[config.mk]
export PLATFORM = sky130hd
export DESIGN_NAME = reorder_buffer
export DESIGN_NICKNAME = d
export VERILOG_FILES = /design/src/rtl/reorder_buffer.sv
export SDC_FILE = /design/constraint.sdc
export NUM_CORES = 1
export LEC_CHECK = 0
export BUFFER_PORTS_ARGS = -buffer_cell sky130_fd_sc_hd__buf_2
export CAP_MARGIN = 10
export CELL_PAD_IN_SITES_DETAIL_PLACEMENT = 0
export CELL_PAD_IN_SITES_GLOBAL_PLACEMENT = 1
export CORE_MARGIN = 2
export CORE_UTILIZATION = 28
export DETAILED_ROUTE_END_ITERATION = 8
export GPL_TIMING_DRIVEN = 0
export PLACE_DENSITY = 0.48
export SYNTH_ARGS = -nofsm -noshare
export SYNTH_HDL_FRONTEND = slang
export SYNTH_SLANG_ARGS = --single-unit
[constraint.sdc]
create_clock -name clk -period 5 [get_ports clk]
set_clock_uncertainty 0.05 [all_clocks]
set_input_delay 1 -clock clk [delete_from_list [all_inputs] [get_ports clk]]
set_output_delay 1 -clock clk [all_outputs]
set_load 0.01 [all_outputs]
[src/rtl/reorder_buffer.sv]
module reorder_buffer #(
  parameter int DEPTH = 16,
  parameter int AREG_W = 5,
  parameter int PREG_W = 7,
  parameter int PC_W = 32,
  parameter logic [PC_W-1:0] HANDLER_PC = 'h100,
  localparam int TAG_W = $clog2(DEPTH)
) (
  input  logic              clk,
  input  logic              rst_n,
  input  logic              alloc_valid,
  input  logic [AREG_W-1:0] alloc_areg,
  input  logic [PREG_W-1:0] alloc_old_preg,
  input  logic [PC_W-1:0]   alloc_pc,
  output logic              alloc_ready,
  output logic [TAG_W-1:0]  alloc_tag,
  input  logic              cmpl_valid,
  input  logic [TAG_W-1:0]  cmpl_tag,
  input  logic              cmpl_exc,
  input  logic              mp_valid,
  input  logic [TAG_W-1:0]  mp_tag,
  input  logic [PC_W-1:0]   mp_target,
  output logic              commit_valid,
  output logic [AREG_W-1:0] commit_areg,
  output logic [PREG_W-1:0] commit_old_preg,
  output logic [PC_W-1:0]   commit_pc,
  output logic              redirect_valid,
  output logic [PC_W-1:0]   redirect_pc
);
  localparam int PTR_W = TAG_W + 1;

  logic [PTR_W-1:0]  head, tail, count, kill_tail;
  logic [DEPTH-1:0]  vld, vld_n, done, exc, young;
  logic [AREG_W-1:0] areg_q [DEPTH];
  logic [PREG_W-1:0] preg_q [DEPTH];
  logic [PC_W-1:0]   pc_q   [DEPTH];
  logic [TAG_W-1:0]  hidx, tidx, br_off;
  logic              full, flush, retire, kill, accept;

  assign hidx   = head[TAG_W-1:0];
  assign tidx   = tail[TAG_W-1:0];
  assign count  = tail - head;
  assign full   = (count == PTR_W'(DEPTH));
  assign flush  = vld[hidx] & done[hidx] & exc[hidx];
  assign retire = vld[hidx] & done[hidx] & ~exc[hidx];
  assign kill   = ~flush & mp_valid & vld[mp_tag];
  assign accept = alloc_valid & ~full & ~flush & ~kill;
  assign br_off = mp_tag - hidx;
  assign kill_tail = head + PTR_W'(br_off) + PTR_W'(1);

  for (genvar i = 0; i < DEPTH; i++) begin : g_age
    assign young[i] = (TAG_W'(i) - hidx) > br_off;
  end

  always_comb begin
    vld_n = vld;
    if (flush) vld_n = '0;
    else begin
      if (retire) vld_n[hidx] = 1'b0;
      if (kill)   vld_n = vld_n & ~young;
      if (accept) vld_n[tidx] = 1'b1;
    end
  end

  always_ff @(posedge clk) begin
    if (!rst_n) begin
      head <= '0;
      tail <= '0;
      vld  <= '0;
      done <= '0;
      exc  <= '0;
      redirect_valid <= 1'b0;
      redirect_pc    <= '0;
    end else begin
      vld <= vld_n;
      redirect_valid <= flush | kill;
      redirect_pc    <= flush ? HANDLER_PC : mp_target;
      if (cmpl_valid && vld[cmpl_tag]) begin
        done[cmpl_tag] <= 1'b1;
        exc[cmpl_tag]  <= cmpl_exc;
      end
      if (accept) begin
        done[tidx] <= 1'b0;
        exc[tidx]  <= 1'b0;
      end
      if (flush) tail <= head;
      else begin
        if (retire) head <= head + PTR_W'(1);
        if (kill)        tail <= kill_tail;
        else if (accept) tail <= tail + PTR_W'(1);
      end
    end
  end

  always_ff @(posedge clk) begin
    if (accept) begin
      areg_q[tidx] <= alloc_areg;
      preg_q[tidx] <= alloc_old_preg;
      pc_q[tidx]   <= alloc_pc;
    end
  end

  assign alloc_ready     = ~full;
  assign alloc_tag       = tidx;
  assign commit_valid    = retire;
  assign commit_areg     = areg_q[hidx];
  assign commit_old_preg = preg_q[hidx];
  assign commit_pc       = pc_q[hidx];
endmodule

# After elaboration in Yosys (flattened, before gate mapping)
# Memories as Yosys holds them, arrays and structs flattened. A register that Yosys moved wholly into a read port is not among the register bits.
# Index checks and enable logic that the tools add are counted.
# Widths: inputs -> output; s select.
[op_classes]
addsub = 22
magnitude_cmp = 23
n_eq_ne = 1
mux = 40
n_bitwise = 23
reduce_logical = 7
[op_table]
columns = ["operator", "n"]
rows = [
  ["$mux 16", 11],
  ["$and 16x16->16", 4],
  ["$gt 4x4->1", 16],
  ["$not 16->16", 3],
  ["$or 16x16->16", 2],
  ["$sub 4x4->4 const A", 8],
  ["$mux 4", 6],
  ["$bmux 1 s4", 5],
  ["$lt 4x5->1 const B", 4],
  ["$bwmux 16", 1],
  ["$sub 3x4->4 const A", 4],
  ["$add 5x1->5 const B", 3],
  ["$mux 5", 3],
  ["$demux 1 s4", 3],
  ["$ge 4x1->1 const B", 3],
  ["$mux 1", 10],
  ["$mux 9", 1],
  ["$and 1x1->1", 8],
  ["$sub 1x4->4 const A", 2],
  ["$sub 2x4->4 const A", 2],
  ["$add 5x4->5", 1],
  ["$eq 5x5->1 const B", 1],
  ["$not 1->1", 5],
  ["$sub 5x5->5", 1],
  ["other kinds (6)", 9],
]
[word_totals]
register_bits = 91
ram_bits = 704
input_bits = 90
out_inout_bits = 83
word_cells = 127
n_memories = 3
[mem_list]
columns = ["name", "words", "word_bits", "read_ports", "rd_clocked_by_memory_dff", "wr", "line_no", "rtl"]
rows = [
  ["pc_q", 16, 32, 1, 1, 1, "36", "logic [PC_W-1:0] pc_q [DEPTH];"],
  ["preg_q", 16, 7, 1, 1, 1, "35", "logic [PREG_W-1:0] preg_q [DEPTH];"],
  ["areg_q", 16, 5, 1, 1, 1, "34", "logic [AREG_W-1:0] areg_q [DEPTH];"],
]

# Longest topological paths before layout
# Gate-level depths: netlist of the first run.
[depth]
word_depth = 13
ltp_mapped = 13
mapped_depth_nobuf = 12

# Least setup slack after synthesis of the first run
# No wires, ideal clock.
[synth_path]
path_kind = "in2reg"
from = "input port mp_tag[2]"
to = "memory areg_q[5][0], enable pin"
setup_time_ns = 0.398
arrival_ns = 3.520
required_time_ns = 4.552
setup_slack_ns = 1.031
cell_stages = 8
path_buffers = 1
cell_sequence = "buf_2 mux4_2 o22ai_1 a31o_2 o22ai_2 nor4_4 nand3_1 inv_1"
[synth_via]
elab_chain_cells = 7
[synth_lines]
columns = ["item", "line_no", "rtl"]
rows = [
  ["start, declared", "21", "input logic [TAG_W-1:0] mp_tag,"],
  ["$bmux 1 s4", "46", "assign kill = ~flush & mp_valid & vld[mp_tag];"],
  ["$mux 1 (implied by the code)", "46", ""],
  ["$and 1x1->1", "46", ""],
  ["$not 1->1", "47", "assign accept = alloc_valid & ~full & ~flush & ~kill;"],
  ["$and 1x1->1", "47", ""],
  ["$mux 1", "96", "if (accept) begin"],
  ["$mux 1 (implied by the code)", "97", "areg_q[tidx] <= alloc_areg;"],
  ["end, declared", "34", ""],
]
# No other way between the ends. The select of a mux whose other input is x is not followed.

==> results of run 1 <==
-- flip-flops by register name, indices dropped and copies added, names as in the netlist, named ones only --
name / cells
pc_q: 512
preg_q: 112
areg_q: 80
redirect_pc: 32
done: 16
exc: 16
vld: 16
head: 5
tail: 5
redirect_valid: 1
-- kinds of logic after synthesis --
family / after synthesis
flops: 799
mux: 256
simple gates: 200
compound gates: 134
buf+inv: 124
fa+ha+maj: 53
xor+xnor: 22
-- worst reg2reg max path: cells and delay by family (launching register included) --
family / cells / cell delay (ns)
flip-flops: 1 / 0.64
AO/OA/AOI/OAI: 3 / 0.45
buffers and inverters: 4 / 1.56
AND/OR/NAND/NOR: 3 / 1.01
adder cells (fa/ha/maj): 1 / 0.56
-- worst paths after layout --
path | slack (ns) | start | to | cells after the start
setup / recovery | 0.22 | flop | commit_pc[18] | 6
hold reg to reg | 0.46 | done[10]$_SDFF_PN0_ | done[10]$_SDFF_PN0_ | 2
hold / removal | 0.46 | done[10]$_SDFF_PN0_ | done[10]$_SDFF_PN0_ | 2
setup reg to reg | 0.45 | head[2]$_SDFFE_PN0P_ | pc_q[9][16]$_DFFE_PP_ | 11
-- metal layers --
metal	wire length, µm	part of all wire [%]
met5	86	0.096
met4	2010	2.2
met3	4560	5.1
met2	44000	49
met1	38800	43
-- report_power, final --
part | internal (µW) | total (µW) | switching, µW
Sequential | 7430 | 7480 | 47.0
Clock | 3880 | 6610 | 2730
Combinational | 276 | 745 | 469
-- what timing repair did --
action,in CTS,in global routing
gates resized for setup,48,5
hold buffers,0,0
endpoints found under the setup margin,53,14
endpoints found under the hold margin,0,0
-- stage by stage --
| step | hold slack (ns) | setup WS [ns] | area (µm²) | instances | power [µW] |
|---|---|---|---|---|---|
| 6_report | 0.459 | 0.224 | 38300 | 3439 | 14800 |
| 5_1_grt | 0.492 | 0.0117 | 38300 | 3437 | 15300 |
| 4_1_cts | 0.459 | 0.00347 | 38300 | 3433 | 15000 |
| 3_5_place_dp | 0.441 | -0.0965 | 35200 | 3274 | 8380 |
| 3_3_place_gp | 0.443 | -1.30 | 34700 | 3257 | 8340 |
| 2_1_floorplan | 0.415 | 1.03 | 31900 | 1588 | 7970 |
-- area by class of cell --
class,instances,area share (%)
Antenna cell,4,0.0261
Buffer,84,1.21
Clock buffer,104,5.99
Clock inverter,55,1.75
Inverter,40,0.474
Multi-Input combinational cell,665,22.0
Sequential cell,799,60.2
Tap cell,1500,4.90
Timing Repair Buffer,188,3.49
-- placed cells by master, fill, tap and decap left out, drive strengths merged, types with 40 or more instances in the layout --
cell      n
edfxtp  704
mux4    234
buf     208
clkbuf  155
dfxtp    95
nand2    59
ha       49
and3     44
a21oi    41
inv      40
==> impl_metrics.tcl, run 1 <==
set metrics [dict create \
    outcome "finished clean" \
    fp.dieH_um 342 \
    path_common_cell "mux4_2" \
    rsz0062_at_grt "no" \
    core_mm2 0.113 \
    numCtsBuffers 88 \
    avgRoutedWirePerCell_um 26.0 \
    antenna_found_initial 16 \
    worst_pin_slew_ns 1.21 \
    crit_type "flop to output port" \
    fillerInstances 10694 \
    met2_usage_pct 25.8 \
    synthXorXnorAreaFrac_pct 0.646 \
    cts_setup_buffers 0 \
    cp_top_family "buffers and inverters" \
    worstPathRequired_ns 3.95 \
    maxCapViolations 0 \
    use_met3_pct 2.91 \
    cp_num_buf_inv 4 \
    gp_congestion 0.782 \
    grt_util_all_layers_pct 15.3 \
    clockRootBuffer "clkbuf_16" \
    cts_buffer_depth 3 \
    tns_ns 0 \
    drt_iter0_markers 1229 \
    areaGrowthSynthToFinish_pct 19.9 \
    first_pass_iters 5 \
    synth_ff_type "edfxtp_1" \
    drive_above_1_share_pct 32.5 \
    synth_area_mm2 0.0319 \
    arrival_ns 3.73 \
    top_usage_layer "met2" \
    vias_per_cell 4.81 \
    drc_errors 0 \
    ys_warn_count 0 \
    setup_violations 0 \
    synthTopCellsByCount "edfxtp_1, mux4_2, dfxtp_1" \
    rows 123 \
    hold_viol 0 \
    critical_path.startpoint_type "flop" \
    wl_um 89500 \
    fin_crit_ns 4.78 \
    die_x_um 342 \
    cp_max_fo 10 \
    synthAdderAreaFrac_pct 2.11 \
    path_cells "clkbuf_1 > clkdlybuf4s15_2 > clkdlybuf4s18_2 > mux4_2 > mux4_2 > buf_2" \
    worstSkewPairLatency_ns 0.64 \
    synth_edf_count 704 \
    max_freq_ghz 0.209 \
    synth-simple-area-share_pct 3.47 \
    synth_compound_area_share_pct 2.82 \
    max_stage_delay_ns 0.58 \
    die_area_mm2 0.117 \
    powerDensity_mw_per_mm2 387 \
    yosysSeqAreaShare_pct 72.1 \
    start_util_pct 28.3 \
    syn_nets 1729 \
    grt_max_degree 37 \
    avgSynthCellArea_um2 20.1 \
    ir_drop_uv 275 \
    yosys.area.top_type "edfxtp_1" \
    final_util_pct 34.0 \
    clkSlewWorstSetupHoldPaths_ns 0.06 \
    synth.area.top_cells "edfxtp_1, mux4_2, dfxtp_1" \
    grt_pass1_vias 17806 \
    num_vias 16549 \
    netlist.area_leader.share_pct 66.2 \
    seqCellArea_mm2 0.0230 \
    leakage_uw 0.0125 \
    grt_overflow 0 \
    htreeDepth 3 \
    antenna_left 0 \
    async_reset_ff_share_pct 0 \
    grt_pass1_wl_um 128000 \
    ys_ff_latch 799 \
    cp-end-kind "output port" \
    boundaryPins 173 \
    synth_cell_types 59 \
    synth_mux_area_share_pct 17.3 \
    worst_path_max_delay_cell "clkdlybuf4s18_2" \
    nets 2007 \
    cts_tree "built" \
    synth_top_family_by_area "multiplexers" \
    clock_sinks 799 \
    max_slew_margin_pct 19.2 \
    synth.most_common_cell "edfxtp_1" \
    slew_viol_final 0 \
    use_met1_pct 20.2 \
    fin_crit_sh_pct 95.5 \
    port_buffers 169 \
    dp_hpwl_um 55000 \
    multiInputGateArea_mm2 0.00842 \
    hold_path.class "flop to flop" \
    synth_cells 1588 \
]
Power figures use the tool's default switching activity.
==> run 2, diff against run 1 <==
CORE_ASPECT_RATIO = 1.5   (was unset)
CTS_CLUSTER_SIZE = 10   (was unset)
==> impl_metrics.tcl, run 2 (same netlist as run 1, synthesis figures left out) <==
set metrics [dict create \
    outcome "finished clean" \
    largest_register "pc_q" \
    total_power_uw 14300 \
    arrival_ns 3.75 \
    setup_violations 0 \
    cts_tree "built" \
    fp.dieH_um 418 \
    numCtsBuffers 92 \
    cp_max_fo 10 \
    grt_max_degree 45 \
    core_mm2 0.113 \
    start_util_pct 28.3 \
    drt_iter0_markers 1246 \
    tns_ns 0 \
    cts_buffer_depth 3 \
    post-place-ws_ns -0.0564 \
    antenna_found_initial 16 \
    grt_pass1_vias 18121 \
    max_slew_margin_pct 26.1 \
    clkSlewWorstSetupHoldPaths_ns 0.06 \
    first_pass_iters 5 \
    fin_ws_ns 0.198 \
    worst_path_max_delay_cell "buf_1" \
    final_common_cell "edfxtp_1" \
    dp_hpwl_um 56100 \
    wl_um 90400 \
    grt_overflow 0 \
    seqCellArea_mm2 0.0230 \
    critical_path.startpoint_type "flop" \
    grt_util_all_layers_pct 15.6 \
    hold_viol 0 \
    boundaryPins 173 \
    avgRoutedWirePerCell_um 26.9 \
    leakage_uw 0.0123 \
    fillerInstances 10754 \
    mostFrequentLayoutCells "edfxtp_1, mux4_2, buf_2" \
    drive_above_1_share_pct 31.6 \
    rsz0062_at_grt "yes" \
    max_freq_ghz 0.208 \
    vias_per_cell 4.94 \
    drc_errors 0 \
    worstSkewPairLatency_ns 0.66 \
    hold_path.class "flop to flop" \
    port_buffers 169 \
    grt_pass1_wl_um 130000 \
    antenna_left 0 \
    powerDensity_mw_per_mm2 378 \
    max_stage_delay_ns 0.69 \
    htreeDepth 3 \
    rows 151 \
    worstPathRequired_ns 3.95 \
    fin_crit_ns 4.80 \
    areaGrowthSynthToFinish_pct 18.7 \
    clockRootBuffer "clkbuf_16" \
    num_vias 16593 \
    maxCapViolations 0 \
    multiInputGateArea_mm2 0.00843 \
    gp_congestion 0.816 \
    crit_type "flop to output port" \
    largest_reg_flops 512 \
    die_x_um 280 \
    die_area_mm2 0.117 \
    nets 2015 \
    cp-end-kind "output port" \
    fin_crit_sh_pct 96.0 \
    clock_sinks 799 \
    largest_registers "pc_q (512), preg_q (112), areg_q (80)" \
    path_cells "clkbuf_1 > clkbuf_1 > buf_1 > mux4_2 > mux4_2 > buf_2" \
    ir_drop_uv 228 \
    worst_pin_slew_ns 1.11 \
    slew_viol_final 0 \
]
[run 2: cell type report]
type                    instances  share of cell area [%]
flip-flops and latches        799                    60.8
multi-input cells             665                    22.2
clock buffers                 116                    6.50
well taps                    1453                    4.79
repair buffers                192                    3.63
plain buffers                  84                    1.16
inverters                      40                   0.488
clock inverters                11                   0.426
diodes                          1                 0.00660
[run 2: critical path: cells and delay by family (launching register included)]
| family | cells | cell delay, ns |
|---|---|---|
| mux | 2 | 0.97 |
| buf+inv | 4 | 1.80 |
| flops | 1 | 0.31 |
[run 2: where the power goes]
group / internal, µW / switching (µW) / leakage [µW]
Combinational: 276 / 471 / 0.00394
Sequential: 7440 / 46.2 / 0.00713
Clock: 3570 / 2520 / 0.00128
Total: 11300 / 3040 / 0.0123
[run 2: final timing paths]
check	startpoint	slack [ns]	to	cells after the start
min	done[10]$_SDFF_PN0_	0.46	done[10]$_SDFF_PN0_	2
max	flop	0.20	commit_pc[1]	6
max reg2reg	head[2]$_SDFFE_PN0P_	0.42	pc_q[4][2]$_DFFE_PP_	11
min reg2reg	done[10]$_SDFF_PN0_	0.46	done[10]$_SDFF_PN0_	2
[run 2: per-stage QoR]
step | instance area (µm²) | utilization [%] | hold slack [ns] | cells
detailed placement | 35100 | 31.1 | 0.444 | 3230
CTS | 37900 | 33.5 | 0.455 | 3357
global placement | 34600 | 30.6 | 0.440 | 3210
finish | 37900 | 33.6 | 0.461 | 3361
floorplan | 31900 | - | 0.415 | 1588
global route | 37900 | 33.6 | 0.489 | 3360
[run 2: layer usage]
metal | GRT usage [%] | part of all wire [%]
met1 | 18.6 | 40
met2 | 27.5 | 51
met3 | 3.62 | 5.6
met4 | 5.65 | 2.9
met5 | 0 | 0.15
[run 2: repair_timing]
| action | 4_1_cts | 5_1_grt |
|---|---|---|
| setup buffers | 0 | 0 |
| hold buffers | 0 | 0 |
| gates cloned | 0 | 0 |
| gates resized for setup | 34 | 12 |
| setup endpoints to repair | 48 | 132 |
